File: src/rtl/patt_pkg.sv
package patt_pkg;
  localparam int PATT_W = 32;
  localparam int DATA_W = 2 * PATT_W;

  typedef struct packed {
    logic loadSize;
    logic clrCnt;
    logic start;
    logic verifyVal;
    logic softRst;
  } ctrlStrb_t;

  function automatic logic [DATA_W-1:0] pattWord(input logic [PATT_W-1:0] idx);
    logic [PATT_W-1:0] lo;
    lo = idx << 1;
    return {lo | PATT_W'(1), lo};
  endfunction
endpackage

File: src/rtl/patt_dpath.sv
module patt_dpath
  import patt_pkg::*;
#(
  parameter int REG_W = 32,
  parameter int CNT_W = 32
) (
  input  logic              clk,
  input  logic              rst,
  input  ctrlStrb_t         strb,
  input  logic [REG_W-1:0]  sizeIn,
  input  logic              txFull,
  output logic              txWrEn,
  output logic [DATA_W-1:0] txWrData,
  input  logic              rxEmpty,
  output logic              rxRdEn,
  input  logic [DATA_W-1:0] rxRdData,
  output logic [CNT_W-1:0]  txCount,
  output logic [CNT_W-1:0]  rxCount,
  output logic [CNT_W-1:0]  txSize,
  output logic              busy,
  output logic              errFlag
);
  logic txActive;
  logic verifyEn;
  logic rdEnD;
  logic [DATA_W-1:0] expWord;
  logic [CNT_W-1:0]  txNext;

  assign txWrEn   = txActive && !txFull;
  assign txWrData = pattWord(PATT_W'(txCount));
  assign rxRdEn   = !rxEmpty;
  assign expWord  = pattWord(PATT_W'(rxCount));
  assign txNext   = txCount + CNT_W'(1);
  assign busy     = txActive;

  always_ff @(posedge clk) begin
    if (rst || strb.softRst) begin
      txSize   <= '0;
      txCount  <= '0;
      rxCount  <= '0;
      txActive <= 1'b0;
      verifyEn <= 1'b0;
      errFlag  <= 1'b0;
      rdEnD    <= 1'b0;
    end else begin
      rdEnD <= rxRdEn;
      if (strb.loadSize) txSize <= CNT_W'(sizeIn);
      if (strb.clrCnt) begin
        txCount  <= '0;
        rxCount  <= '0;
        errFlag  <= 1'b0;
        verifyEn <= strb.verifyVal;
        txActive <= strb.start && (txSize != '0);
      end else begin
        if (txWrEn) begin
          txCount <= txNext;
          if (txNext == txSize) txActive <= 1'b0;
        end
        if (rdEnD) begin
          rxCount <= rxCount + CNT_W'(1);
          if (verifyEn && (rxRdData != expWord)) errFlag <= 1'b1;
        end
      end
    end
  end
endmodule

File: config.mk
export PLATFORM = sky130hd
export DESIGN_NAME = patt_dpath
export DESIGN_NICKNAME = d
export VERILOG_FILES = /design/src/rtl/patt_pkg.sv /design/src/rtl/patt_dpath.sv
export SDC_FILE = /design/constraint.sdc
export NUM_CORES = 1
export LEC_CHECK = 0
export BUFFER_PORTS_ARGS = -buffer_cell sky130_fd_sc_hd__buf_4
export CAP_MARGIN = 30
export CORE_ASPECT_RATIO = 0.5
export CORE_UTILIZATION = 49
export DETAILED_ROUTE_END_ITERATION = 12
export GPL_ROUTABILITY_DRIVEN = 1
export PLACE_DENSITY = 0.82
export SETUP_SLACK_MARGIN = 0.05
export SKIP_LAST_GASP = 1
export SYNTH_ARGS = -nofsm -noshare
export SYNTH_HDL_FRONTEND = slang
export SYNTH_SLANG_ARGS = --single-unit
File: constraint.sdc
create_clock -name clk -period 3.3 [get_ports clk]
set_clock_uncertainty 0.1 [all_clocks]
set_input_delay 0.66 -clock clk [delete_from_list [all_inputs] [get_ports clk]]
set_output_delay 0.66 -clock clk [all_outputs]
set_load 0.1 [all_outputs]
==> results by group <==
Min path
  • Worst Hold Depth: 2
  • Tightest Hold Check Type: flip-flop to flip-flop
  • Worst min-delay path startpoint: errFlag
  • Hold path endpoint: errFlag

Critical path
  • Crit path max-delay family: simple AND/OR/NAND/NOR gates
  • CP required: between 3 and 4 ns
  • Bufs and invs on worst path: 0
  • CP endpoint kind: flip-flop
  • R2r endpoint: busy
  • Critical path class: flip-flop to flip-flop
  • CP peak stage delay: just under 0.6 ns
  • Crit-path max FO: 11
  • CP startpoint kind: flip-flop
  • FF-to-FF Start: txCount[11]
  • CP arrival: 2.93 ns
  • Worst R2R Setup Slack: 0.50 ns
  • FF-to-FF path depth: 7
  • Crit-path slowest cell: nor4_4
  • Cell mode on critical path: nand4_1
  • Cell Chain, Critical Path: nand4_1 -> nor4_4 -> and3_1 -> a31oi_1 -> a2111oi_0 -> nand4_1 -> o31a_1

CTS
  • Hold-fix buffers, CTS: 0
  • CTS tree: built
  • CTS resizes: 0
  • Htree depth: 3
  • Clk Latency, worst-skew pair: 0.34 ns
  • Clock root buffer: clkbuf_16
  • Setup Fix Bufs, Post-CTS: 0
  • Clk slew on worst S/H paths: 0.08 ns
  • Num CTS Buffers: 9
  • Clock Tree Buf Depth: 2
  • CTS sink count: 100

Global route
  • First-pass GRT wire length: 29660 µm
  • GR Overflow Total: 0
  • Largest net degree at the start of global routing: 36
  • Antenna violations before repair: 0
  • Vias in the first global route: 5484
  • Gr usage total: ~29%

Timing
  • Final hold violations: 0
  • Final setup violation count: 0
  • Slew headroom: 48.38%
  • Tightest Pin Transition: 0.7547 ns
  • RSZ-0062 raised after global routing: no
  • Crit path time final: 2.801 ns
  • Fmax achieved: 357.1 MHz
  • Pins Over Slew Limit: 0
  • Final period util: 84.87%
  • Setup TNS: 0 ns

Synth
  • Synth unique cells: slightly below 60
  • Post-synthesis cell count: 778
  • Post-synth ARST share: 0%
  • Seq cells post-synth: 100
  • Seq/Total Area, Yosys: 31.68%
  • Top_reg_cell synth: dfxtp_1
  • Post-synth EDFFs: 0
  • Syn. warnings: 0
  • Mapped Avg Cell Area: 8.122 µm²
  • Syn_nets: 885
  • Cell area after synthesis: 6319 µm²

Job
  • Max Cap Viol: 0

Cells and area
  • Multi-input gate area: 3567 µm²
  • Layout Nets: between 1k and 1.5k
  • Commonest non-fill, non-tap cell in the layout: buf_4
  • Most frequent cells in the layout: buf_4 (274), nor2_1 (118), dfxtp_1 (100)
  • P&R area growth vs syn: 30.46%
  • Share of layout cells above drive strength 1: 31.88%
  • Register area: 2002 µm²
  • Fin cells: 1131
  • Fillers: 1019
  • ANT cells: 0

Detailed routing
  • Routed wire per std cell: between 15 and 20 µm
  • Final WL: between 15000 and 20000 µm
  • # DRC: 0
  • Via density: roughly 5.6
  • Starting DRT DRC Count: 425
  • DRT Pass-1 Iters: 5
  • Total number of vias: 6295
  • Post-route ant nets: 0

Power and ir drop
  • PwrDens: 324.8 nW/µm²
  • Worst vdd ir: 0.0002369 V
  • Leakage power: 3.543 nW

Die
  • Core area: roughly 12000 µm²
  • Ports: 269
  • DIE AREA: approximately 13000 µm²
  • Die H: between 80 and 90 µm
  • Row Count: 28
  • Starting Density: 51.83%
  • Die Width: between 150 and 200 µm

Placement
  • Placed cell count: 1115
  • RD Place Congestion: between 0.9 and 1
  • # port buffers: 266
  • DP HPWL: 15600 µm

Outcome
  • Status: finished clean
-- power by group --
| part | total [mW] | internal [mW] | switching, mW | leakage [nW] |
|---|---|---|---|---|
| sequential | 1.25 | 1.22 | 0.0266 | 0.809 |
| combinational | 0.385 | 0.158 | 0.226 | 2.59 |
| clock | 1.05 | 0.549 | 0.497 | 0.147 |
| total | 2.68 | 1.93 | 0.750 | 3.54 |
-- cells by family (layout without fill, tap and decap cells) --
logic type               Yosys count  in the layout  share of synthesized area (%)
adder cells (fa/ha/maj)            2              2                         0.3960
flip-flops                       100            100                          31.68
buffers and inverters            129            317                          11.88
AO/OA/AOI/OAI                     73             73                          7.901
XOR/XNOR                         116            116                          16.08
AND/OR/NAND/NOR                  318            318                          25.88
multiplexers                      38             38                          6.059
other                              2              2                         0.1189
-- cell type report --
| cell class | count | share of cell area, % |
|---|---|---|
| clock inverter | 6 | 0.6527 |
| clock buffer | 10 | 2.899 |
| inverter | 26 | 1.184 |
| sequential | 100 | 24.29 |
| multi-input combinational | 549 | 43.28 |
| tap | 165 | 2.505 |
| timing repair buffer | 275 | 25.20 |
-- worst max-delay path by stage --
stage               cells after the start  slack [ns]          end         from
global route                            8        0.21         busy   txCount[0]
CTS                                     8        0.55         busy   txCount[0]
finish                                  7        0.50         busy  txCount[11]
detailed placement                      8        0.55         busy   txCount[0]
global placement                        8        0.66  txCount[24]   txCount[0]
floorplan                               8        0.10  txCount[27]         busy
-- worst min-delay path: stages (launching register included) --
cell and delay [ns]:
dfxtp_1 0.31, inv_1 0.05, a21oi_1 0.05
-- registers in the layout, indices dropped and copies added (netlist names) --
| name | count |
|---|---|
| verifyEn | 1 |
| busy | 1 |
| txSize | 32 |
| errFlag | 1 |
| txCount | 32 |
| rdEnD | 1 |
| rxCount | 32 |
-- synth_stat cells (all sizes together) (4+ instances only) --
cell / number / area share [%]
a2111oi: 7 / 0.97
a21oi: 12 / 0.95
a221oi: 4 / 0.55
and3: 15 / 1.5
and4: 9 / 1.3
buf: 78 / 8.8
clkbuf: 25 / 1.5
dfxtp: 100 / 32
inv: 26 / 1.5
mux2i: 36 / 5.7
nand2: 47 / 2.8
nand3: 26 / 2.3
nand4: 32 / 3.3
nor2: 118 / 7.0
nor3: 26 / 2.1
nor4: 19 / 2.7
o2111ai: 4 / 0.55
o21ai: 17 / 1.3
o22ai: 7 / 0.69
or3: 13 / 1.3
xnor2: 69 / 9.6
xor2: 47 / 6.5
-- metal layers --
| metal | GRT usage (%) | vias up | part of all wire [%] |
|---|---|---|---|
| li1 | - | 2988 | - |
| met1 | 38.54 | 2979 | 44 |
| met2 | 48.46 | 308 | 47 |
| met3 | 4.945 | 20 | 8.0 |
| met4 | 7.009 | 0 | 1.0 |
| met5 | 0 | - | 0 |
-- through the flow --
| step | util, % | worst slack (ns) | total power, mW | area [µm²] | hold WS, ns |
|---|---|---|---|---|---|
| after floorplan | - | 0.1033 | 1.492 | 6319 | 0.3540 |
| after global placement | 65.05 | 0.6567 | 1.650 | 7930 | 0.3411 |
| after detailed placement | 65.21 | 0.5541 | 1.656 | 7950 | 0.3407 |
| after CTS | 67.61 | 0.5466 | 2.686 | 8243 | 0.3511 |
| after global routing | 67.61 | 0.2062 | 2.758 | 8243 | 0.3702 |
| final | 67.61 | 0.4994 | 2.677 | 8243 | 0.3487 |
No activity file was read; power rests on OpenSTA's default activity.
